--- config.mk ---
export PLATFORM = sky130hd
export DESIGN_NAME = tone_synth_pwm
export DESIGN_NICKNAME = d
export VERILOG_FILES = /design/src/rtl/tone_pkg.sv /design/src/rtl/tone_frame_timer.sv /design/src/rtl/tone_phase_acc.sv /design/src/rtl/tone_sine_rom.sv /design/src/rtl/tone_synth_pwm.sv
export SDC_FILE = /design/constraint.sdc
export NUM_CORES = 1
export LEC_CHECK = 0
export CORE_MARGIN = 2
export CORE_UTILIZATION = 60
export DETAILED_ROUTE_END_ITERATION = 12
export DONT_BUFFER_PORTS = 1
export PLACE_DENSITY = 0.79
export SETUP_SLACK_MARGIN = 0.4
export SLEW_MARGIN = 0
export SYNTH_ARGS = -nofsm -noshare
export SYNTH_HDL_FRONTEND = slang
export SYNTH_SLANG_ARGS = --single-unit
--- constraint.sdc ---
create_clock -name clk -period 2.9 [get_ports clk]
set_clock_uncertainty 0.05 [all_clocks]
set_input_delay 0.145 -clock clk [delete_from_list [all_inputs] [get_ports clk]]
set_output_delay 0.145 -clock clk [all_outputs]
set_load 0.05 [all_outputs]
--- src/rtl/tone_pkg.sv ---
package tone_pkg;

    // Sine sample for table address k with w-bit width, using a rational
    // half-wave approximation; amplitude mid-1 around mid = 2**(w-1).
    function automatic int sine_point(int k, int w);
        longint n;
        longint h;
        longint amp;
        longint kk;
        longint prod;
        longint num;
        longint den;
        longint mag;
        n    = longint'(1) << w;
        h    = n / 2;
        amp  = h - 1;
        kk   = longint'(k) % h;
        prod = kk * (h - kk);
        num  = amp * 16 * prod;
        den  = 5 * h * h - 4 * prod;
        mag  = (num + den / 2) / den;
        if (longint'(k) < h) begin
            return int'(h + mag);
        end
        return int'(h - mag);
    endfunction

endpackage

--- src/rtl/tone_frame_timer.sv ---
module tone_frame_timer #(
    parameter int PWM_W = 8
) (
    input  logic             clk,
    input  logic             rst,
    output logic [PWM_W-1:0] cnt_o,
    output logic             wrap_o
);
    typedef struct packed {
        logic [PWM_W-1:0] cnt;
    } timer_t;

    timer_t st_d, st_q;

    always_comb begin
        st_d     = st_q;
        st_d.cnt = st_q.cnt + 1'b1;
    end

    always_ff @(posedge clk) begin
        if (rst) begin
            st_q <= '0;
        end else begin
            st_q <= st_d;
        end
    end

    assign cnt_o  = st_q.cnt;
    assign wrap_o = &st_q.cnt;

    p_wrap_to_zero_r2: assert property (@(posedge clk) disable iff (rst)
        wrap_o |=> (cnt_o == '0));

endmodule

--- src/rtl/tone_phase_acc.sv ---
module tone_phase_acc #(
    parameter int ACC_W = 32,
    parameter int SEL_W = 3,
    parameter int PWM_W = 8,
    parameter logic [(2**SEL_W)*ACC_W-1:0] INC_TABLE = '0
) (
    input  logic             clk,
    input  logic             rst,
    input  logic             step_en,
    input  logic [SEL_W-1:0] tone_sel,
    input  logic             narrow_mode,
    output logic [PWM_W-1:0] phase_o
);
    localparam int TONES = 2 ** SEL_W;

    typedef struct packed {
        logic [ACC_W-1:0] acc;
    } phase_t;

    phase_t st_d, st_q;
    logic [SEL_W-1:0] idx_eff;
    logic [ACC_W-1:0] step;
    logic [ACC_W-1:0] table_w [TONES];

    generate
        for (genvar g = 0; g < TONES; g++) begin : g_inc
            assign table_w[g] = INC_TABLE[g*ACC_W +: ACC_W];
        end
    endgenerate

    always_comb begin
        idx_eff = tone_sel;
        if (narrow_mode) begin
            idx_eff[SEL_W-1] = 1'b0;
        end
        step = table_w[idx_eff];
        st_d = st_q;
        if (step_en) begin
            st_d.acc = st_q.acc + step;
        end
    end

    always_ff @(posedge clk) begin
        if (rst) begin
            st_q <= '0;
        end else begin
            st_q <= st_d;
        end
    end

    assign phase_o = st_q.acc[ACC_W-1 -: PWM_W];

    p_phase_hold_r8: assert property (@(posedge clk) disable iff (rst)
        !step_en |=> $stable(st_q.acc));

endmodule

--- src/rtl/tone_sine_rom.sv ---
module tone_sine_rom #(
    parameter int PWM_W = 8
) (
    input  logic [PWM_W-1:0] addr,
    output logic [PWM_W-1:0] sample
);
    localparam int DEPTH = 2 ** PWM_W;

    logic [PWM_W-1:0] rom [DEPTH];

    generate
        for (genvar g = 0; g < DEPTH; g++) begin : g_rom
            assign rom[g] = PWM_W'(tone_pkg::sine_point(g, PWM_W));
        end
    endgenerate

    assign sample = rom[addr];

    always_comb begin
        a_sample_floor_r5: assert (sample != '0);
    end

endmodule

--- src/rtl/tone_synth_pwm.sv ---
module tone_synth_pwm #(
    parameter int PWM_W = 8,
    parameter int ACC_W = 32,
    parameter int SEL_W = 3,
    parameter logic [(2**SEL_W)*ACC_W-1:0] INC_TABLE = {
        32'd52792306, 32'd50943084, 32'd49213167, 32'd47542902,
        32'd45932289, 32'd44381329, 32'd42890021, 32'd39967057
    }
) (
    input  logic             clk,
    input  logic             rst,
    input  logic [SEL_W-1:0] tone_sel,
    input  logic             narrow_mode,
    input  logic             ptt,
    output logic             pwm_out
);
    localparam logic [PWM_W-1:0] MID = PWM_W'(1) << (PWM_W - 1);

    typedef struct packed {
        logic [PWM_W-1:0] cmp;
        logic             run;
    } out_t;

    out_t st_d, st_q;
    logic [PWM_W-1:0] cnt;
    logic             wrap;
    logic             step_en;
    logic [PWM_W-1:0] phase;
    logic [PWM_W-1:0] sample;

    tone_frame_timer #(.PWM_W(PWM_W)) u_timer (
        .clk    (clk),
        .rst    (rst),
        .cnt_o  (cnt),
        .wrap_o (wrap)
    );

    tone_phase_acc #(
        .ACC_W     (ACC_W),
        .SEL_W     (SEL_W),
        .PWM_W     (PWM_W),
        .INC_TABLE (INC_TABLE)
    ) u_phase (
        .clk         (clk),
        .rst         (rst),
        .step_en     (step_en),
        .tone_sel    (tone_sel),
        .narrow_mode (narrow_mode),
        .phase_o     (phase)
    );

    tone_sine_rom #(.PWM_W(PWM_W)) u_rom (
        .addr   (phase),
        .sample (sample)
    );

    assign step_en = wrap && !ptt;

    always_comb begin
        st_d = st_q;
        if (ptt) begin
            st_d.run = 1'b0;
        end else if (wrap) begin
            st_d.run = 1'b1;
            st_d.cmp = sample;
        end
    end

    always_ff @(posedge clk) begin
        if (rst) begin
            st_q.cmp <= MID;
            st_q.run <= 1'b1;
        end else begin
            st_q <= st_d;
        end
    end

    assign pwm_out = st_q.run && (cnt < st_q.cmp);

    p_ptt_mutes_r8: assert property (@(posedge clk) disable iff (rst)
        ptt |=> !pwm_out);

    p_resume_wait_r9: assert property (@(posedge clk) disable iff (rst)
        (!st_q.run && !wrap) |=> !pwm_out);

    p_cmp_boundary_r2: assert property (@(posedge clk) disable iff (rst)
        !wrap |=> $stable(st_q.cmp));

    p_duty_nonzero_r5: assert property (@(posedge clk) disable iff (rst)
        st_q.cmp != '0);

endmodule

; ---- Word-level counts from Yosys, hierarchy flattened
; Memory sizes are Yosys's and may differ from the RTL's. A register that Yosys moved wholly into a read port is not among the register bits.
; Index checks and enable logic that the tools add are counted.
[word_totals]
output_inout_bits = 1
romBits = 2304
n_memories = 2
reg_bits = 41
in_bits = 7
wordCells = 23
[memory_table]
columns = memory, depth, width, read_ports, rd_ports_with_merged_regs, write_ports, line
row1 = (no name shown), 256, 8, 1, 1, 0, tone_sine_rom.sv:17  ; assign sample = rom[addr];
row2 = (no name shown), 8, 32, 1, 0, 0, tone_phase_acc.sv:36  ; step = table_w[idx_eff];
[classes]
mux = 5
bitwise = 3
magnitude_cmp = 2
reduce_logical = 6
add_sub_neg = 2
[ops]
columns = op, count
row1 = two-way mux 32 bit, 2
row2 = adder 32 bit, 1
row3 = inverter 8 -> 9 bit, 1
row4 = AND reduction 9 bit, 1
row5 = adder 8 x 1 -> 8 bit (second input constant), 1
row6 = less-than comparator 8 bit, 1
row7 = AND reduction 8 bit, 1
row8 = greater-or-equal comparator 4 bit (second input constant), 1
row9 = inverter 3 -> 4 bit, 1
row10 = two-way mux 1 bit, 3
row11 = logical AND 1 bit, 2
row12 = nonzero test 2 bit, 1
row13 = logical NOT 1 bit, 1
row14 = inverter 1 bit, 1

; ---- Depth between registers and ports, before layout
; Gate-level depths: netlist of the first run.
[logic_depth]
depth_word = 6
ltp_mapped = 15
depth_no_buf = 14

; ---- By module
; A second synthesis of the first run with hierarchy kept.
[hier_totals]
hier_cells = 804
area_unflattened_um2 = 5938.2
[modules_own_cells]
columns = mod, cells_per_inst, seq_area_each_um2, area_each_um2, n_inst
row1 = tone_phase_acc, 404, 640.6, 3186.8, 1
row2 = tone_sine_rom, 301, 0.0, 1903.1, 1
row3 = tone_synth_pwm, 64, 180.2, 526.8, 1
row4 = tone_frame_timer, 35, 160.2, 321.6, 1

; ---- Worst setup path after synthesis of the first run
; No wires, ideal clock.
[synth_timing]
path_type = input -> register
startpoint = in tone_sel[2]
endpoint = reg u_phase.st_q[22] (netlist bit)
path_buffers = 1
setup_slack_ns = 0.174
arrival_time_ns = 2.559
stages = 12
required_ns = 2.733
setup_time_ns = 0.117
cell_sequence = nor2b_1 clkbuf_1 nand2b_1 ha_1 fa_1 a21oi_2 o211a_1 nor4_2 or3_1 a21oi_1 xnor2_1 a22o_1
[synth_via]
elab_chain_len = 6
[synth_lines]
columns = item, line
row1 = from (decl), tone_synth_pwm.sv:12  ; input logic [SEL_W-1:0] tone_sel,
row2 = two-way mux 1 bit, tone_phase_acc.sv:33  ; if (narrow_mode) begin
row3 = inverter 3 -> 4 bit (implied by the code), tone_phase_acc.sv:36
row4 = memory read (8 x 32 bit), --
row5 = two-way mux 32 bit (implied by the code) (2 in a row), tone_phase_acc.sv:36
row6 = adder 32 bit, tone_phase_acc.sv:39  ; st_d.acc = st_q.acc + step;
row7 = to (signal assigned), tone_phase_acc.sv:47  ; st_q <= st_d;
row8 = to (decl), tone_phase_acc.sv:20  ; phase_t st_d, st_q;
; Every way passes these cells. The select of a mux whose other input is x is not followed.
; A chain may end at the register's enable or synchronous reset.

; ---- Worst setup path in the final report of the first run
[layout_timing]
startpoint = reg u_phase.st_q[6] (netlist bit)
endpoint = reg u_phase.st_q[17] (netlist bit)
[layout_via]
elab_chain_len = 1
[layout_lines]
columns = item, line
row1 = adder 32 bit, tone_phase_acc.sv:39
; Every way passes these cells.

==> metrics, run 1 <==
Final Hold Fails 0; diode count 0; post-route ant nets 0; die area 0.0103 mm²; CTS tree done; Critical Path Source Type flop; initial antenna violation count 0; Post-synth EDFFs 0; maxcap violations 0; max-slew violation count 0; Cell Chain, Critical Path ha_1, a21oi_1, o21bai_1, a221oi_2, o41a_4, nor2_1, o21ai_0, o311ai_0; Worst-Skew Late Latency 320 ps; Post-DP HPWL 13400 µm; relative slew slack approximately 49%; H-tree depth 2; number of buffers inserted during clock tree synthesis 5; Buf+Inv Stages, Crit Path 0; final net count approximately 890; Setup-failing EPs final 0; Filler cells ~730; initial core utilization 61.7%; top-level I/O count 8; # rows 35; power density over the cells about 220 mW/mm²; Critical Path End Type flop; total power approximately 1.5 mW; overall routing resource usage between 30% and 40%; CP required around 3000 ps; grt ovf 0; ys async rst share 0%; Root Buffer clkbuf_8; share of layout cells above drive strength 1 17.5%; synth warn 0; first-pass GRT wire length ~30000 µm; unrepaired setup endpoints after global routing yes; WHS between 30 and 40 ps; CP top delay family compound AO/OA/AOI/OAI gates; data arrival time of the worst path roughly 2800 ps; Syn-to-layout area delta 16.2%; routability cong. approximately 1.1; final WL about 20000 µm; synthesized instance count between 800 and 900; clk sinks 49; worst hold path type input port to flop; largest net degree at the start of global routing 32; DR vias about 6700; Fmax 0.381 GHz; I/O Buffers 0; First-pass DRT Iterations 5; leak pwr roughly 2.6 nW; Crit Path Max Fanout 5; DR DRC count 0; min Tclk post-route roughly 2600 ps; Synth cell types between 70 and 80; outcome finished, final reports clean; Avg WL per Cell between 20 and 25 µm; mapped cell area around 0.0057 mm²; Worst path max stage delay 390 ps; VDD IR max roughly 180 µV; Die Y roughly 100 µm; vias per cell between 6 and 7; initial drt markers about 760; number of global-route vias before repair ~6000; post-synthesis sequential area ratio 17.2%; core area between 0.009 and 0.01 mm²; Mapped Nets between 800 and 900; kind of critical path flop to flop; Slowest-stage cell, CP ha_1; Tcrit/Tclk final around nine tenths; clock slew at reported path FFs approximately 110 ps; top_reg_cell synth dfxtp_1; Die W 101 µm; maximum clock path buffer count 2; Seq cells post-synth 49; Worst Max-Slew Pin Slew 762 ps; Mean Syn Cell Area 7.00 µm²
synth_stat cells, drive strengths merged (17+ instances only):
master	n	area (µm²)
a21oi	98	498
nand2	94	353
nor2	72	270
o21ai	65	325
ha	54	676
dfxtp	49	981
clkbuf	43	174
inv	25	93.8
nand3	25	125
buf	23	143
o211ai	19	143
nor3	17	90.1
metal layers:
metal / track usage, % / vias to the layer above / wire length [µm]
met5: 0 / - / 0
met4: 12.8 / 0 / 694
met3: 7.38 / 86 / 2190
met2: 57.4 / 467 / 8800
met1: 49.7 / 3090 / 8000
li1: - / 3045 / -
cell families (layout without fill, tap and decap cells):
logic type | count (synthesis) | after routing | share of synthesized area (%)
buffers and inverters | 93 | 112 | 7.33
multiplexers | 7 | 7 | 1.47
adder cells (fa/ha/maj) | 55 | 55 | 12.2
XOR/XNOR | 22 | 22 | 3.38
AO/OA/AOI/OAI | 308 | 308 | 35.1
flip-flops | 49 | 49 | 17.2
AND/OR/NAND/NOR | 280 | 280 | 23.3
path summary, 6_finish.rpt:
| kind | startpoint | end | slack (ps) | cells past startpoint |
|---|---|---|---|---|
| max | u_phase.st_q[6] | u_phase.st_q[17] | 270 | 8 |
| min | rst | u_phase.st_q[18] | 30 | 2 |
| max reg2reg | u_phase.st_q[6] | u_phase.st_q[17] | 270 | 8 |
| min reg2reg | u_phase.st_q[16] | u_phase.st_q[16] | 410 | 2 |
final cells by class:
type / count / area, µm² / share of cell area (%)
multi-input cells: 672 / 4650 / 70.1
flip-flops and latches: 49 / 996 / 15.0
repair buffers: 77 / 621 / 9.37
well taps: 129 / 161 / 2.44
inverters: 27 / 105 / 1.59
clock buffers: 5 / 68.8 / 1.04
clock inverters: 3 / 26.3 / 0.397
report_power, final:
part | internal, mW | leakage, nW | switching [mW]
Sequential | 0.675 | 0.400 | 0.00463
Clock | 0.176 | 0.0423 | 0.274
Combinational | 0.138 | 2.12 | 0.208
Total | 0.990 | 2.56 | 0.487
state kept, by name (all words and copies together) (netlist names):
name           flops
st_q               9
u_phase.st_q      32
u_timer.cnt_o      8
timing repair:
item                       CTS  global route
setup endpoints to repair   16            25
setup buffers                0             9
gates resized for setup     12            60
hold buffers                10             0
pin swaps                    3            23
hold endpoints to repair    38             0
cell usage in the layout (no fill, tap or decap), drive strengths merged, types with 4 or more instances in the layout:
cell type	instances
o211ai	19
or4	7
and3	5
nor3	17
a211oi	15
a22o	6
o21a	8
ha	54
nand3	25
o31ai	9
xnor2	15
o311ai	6
nor2	72
inv	25
o221ai	7
a31oi	12
nand2	94
clkbuf	5
a21oi	98
dfxtp	49
nand2b	12
a211o	4
o21ai	65
a21boi	5
nor2b	11
a2111oi	4
o22ai	6
nor4	5
dlygate4sd3	9
a311oi	5
mux2i	5
o21bai	5
nand4	14
buf	68
or3	7
xor2	7
a21o	14
metrics by stage:
| stage | setup WS, ps | area, µm² | TNS, ps | cells | utilization [%] |
|---|---|---|---|---|---|
| final | 272 | 6630 | 0 | 962 | 71.7 |
| after global routing | 213 | 6630 | 0 | 962 | 71.7 |
| after CTS | 392 | 6300 | 0 | 953 | 68.2 |
| after detailed placement | -77.3 | 6040 | -132 | 935 | 65.4 |
| after global placement | 87.2 | 6040 | 0 | 935 | 65.4 |
| after floorplan | 232 | 5780 | 0 | 814 | - |
worst reg2reg max path, delay by kind of cell, from the launching register on:
family                     cells  cell delay (ps)
and+or+nand+nor                1               90
AOI/OAI and AO/OA              6             1610
adders and majority gates      1              390
DFF                            1              340
Note: power is estimated with default switching activity, not from simulation.
==> inputs of run 2 (changes only) <==
--- a/config.mk
+++ b/config.mk
@@ -9,7 +9,7 @@
 export CORE_UTILIZATION = 60
 export DETAILED_ROUTE_END_ITERATION = 12
 export DONT_BUFFER_PORTS = 1
-export PLACE_DENSITY = 0.79
+export PLACE_DENSITY = 0.76
 export SETUP_SLACK_MARGIN = 0.4
 export SLEW_MARGIN = 0
 export SYNTH_ARGS = -nofsm -noshare
==> run 2 against run 1 <==
  * Non-clock buffer count shrank 17
  * Critical endpoint is now u_phase.st_q[30]
  * Critical path type is now input port to flop
  * Routed wire length shrank 4.4%
  * Highest routed layer unchanged
  * Sequential power is essentially flat
==> metrics, run 2 (same netlist as run 1, synthesis figures left out) <==
outcome finished, final reports clean; VDD IR max about 230 µV; kind of critical path input port to flop; post-route ant nets 0; DR DRC count 0; min Tclk post-route roughly 2500 ps; largest net degree at the start of global routing 39; Critical Path End Type flop; H-tree depth 2; post-route cell area approximately 0.0064 mm²; maximum clock path buffer count 2; initial core utilization roughly three fifths; Post-DP HPWL around 14000 µm; Setup-failing EPs final 0; Syn-to-layout area delta 12.7%; vias per cell around 6.8; Place WS -25.2 ps; Final Hold Fails 0; most frequent cells in the layout nand2_1 (93), a21oi_1 (88), nor2_1 (69); Slowest-stage cell, CP or4_1; worst hold path type input port to flop; data arrival time of the worst path about 2700 ps; Cell Chain, Critical Path clkinvlp_4, ha_4, nor2_4, inv_2, nor2_4, nor2_1, ha_1, nand2_1, o211a_1, nor4_4, o311ai_2, o311a_1, or4_1, nand2_1; DR vias about 6400; maxcap violations 0; Largest register FFs 32; most common cell after layout, fill and taps aside nand2_1; final net count approximately 880; diode count 0; grt ovf 0; R2R depth 8; power density over the cells ~240 mW/mm²; Worst path max stage delay 400 ps; Placed Cells just over 900; Worst R2R Start u_phase.st_q[6]; final WL about 19000 µm; Critical Path Source Type input port; CP top delay family simple AND/OR/NAND/NOR gates; final core occ between 60% and 70%; first-pass GRT wire length between 30000 and 40000 µm; Final Worst Setup Slack around 420 ps; Worst R2R End u_phase.st_q[25]; Worst-Skew Late Latency slightly above 300 ps; unrepaired setup endpoints after global routing yes; number of global-route vias before repair about 6200; Worst R2R Setup Slack ~450 ps; Tcrit/Tclk final 85.6%; non-filler instance count after layout ~950; setup TNS 0 ps; First-pass DRT Iterations 5; core area just over 0.009 mm²; CTS tree done; Crit Path Max Fanout 7; routability cong. 1.05; Worst Max-Slew Pin Slew between 600 and 700 ps; initial antenna violation count 0; max-slew violation count 0; hold depth 3; top-level I/O count 8; die area 0.0103 mm²; Filler cells between 700 and 800; Root Buffer clkbuf_8; # rows 35; CP required between 3000 and 4000 ps; number of buffers inserted during clock tree synthesis 5; WHS slightly above 20 ps; Area after DPL approximately 0.006 mm²; clk sinks between 40 and 50; clock slew at reported path FFs between 100 and 150 ps; relative slew slack roughly 55%; Buf+Inv Stages, Crit Path 2; register bank with the most flops u_phase.st_q; I/O Buffers 0; hold path startpoint rst; Die W 101 µm; overall routing resource usage a little over a third; Die Y 101 µm; Fmax between 0.4 and 0.5 GHz; total power between 1.5 and 2 mW; share of layout cells above drive strength 1 between 10% and 20%; Hold EP u_phase.st_q[17]; Avg WL per Cell 19.9 µm; leak pwr about 2.5 nW; initial drt markers 401
-- run 2: worst min-delay path, cell delays in order --
cell and delay [ps]:
nor3_1 20, o21ai_0 50, o311ai_0 110
-- run 2: layout make-up --
type / count / area, µm² / area share, %
inverter: 27 / 109 / 1.70
clock inverter: 3 / 43.8 / 0.682
clock buffer: 5 / 68.8 / 1.07
sequential: 49 / 988 / 15.4
multi-input combinational: 672 / 4570 / 71.2
tap: 129 / 161 / 2.51
timing repair buffer: 60 / 478 / 7.44
-- run 2: report_power, final --
group / switching, mW / internal [mW]
combinational: 0.195 / 0.124
clock: 0.262 / 0.259
sequential: 0.00456 / 0.678
-- run 2: routing by layer --
layer / global-route usage (%) / part of all wire [%] / vias to the layer above
met2: 62.0 / 47 / 365
met5: 0 / 0 / -
met3: 3.93 / 7.7 / 98
li1: - / - / 3001
met1: 44.4 / 39 / 2944
met4: 21.8 / 6.0 / 0
-- run 2: repair_timing --
action                     CTS  global route
pin swaps                    3            16
gates resized for setup      4            57
hold endpoints to repair    38             0
setup endpoints to repair    8            26
hold buffers                 2             0
setup buffers                3             4
-- run 2: worst max-delay path by stage --
stage / endpoint / slack, ps / start / cells past startpoint
6_report: u_phase.st_q[30] / 420 / tone_sel[0] / 14
5_1_grt: u_phase.st_q[30] / 270 / tone_sel[0] / 11
2_1_floorplan: u_phase.st_q[30] / 230 / tone_sel[0] / 14
4_1_cts: u_phase.st_q[22] / 380 / u_phase.st_q[0] / 9
3_3_place_gp: u_phase.st_q[24] / 40 / tone_sel[0] / 14
3_5_place_dp: u_phase.st_q[25] / -30 / tone_sel[0] / 11
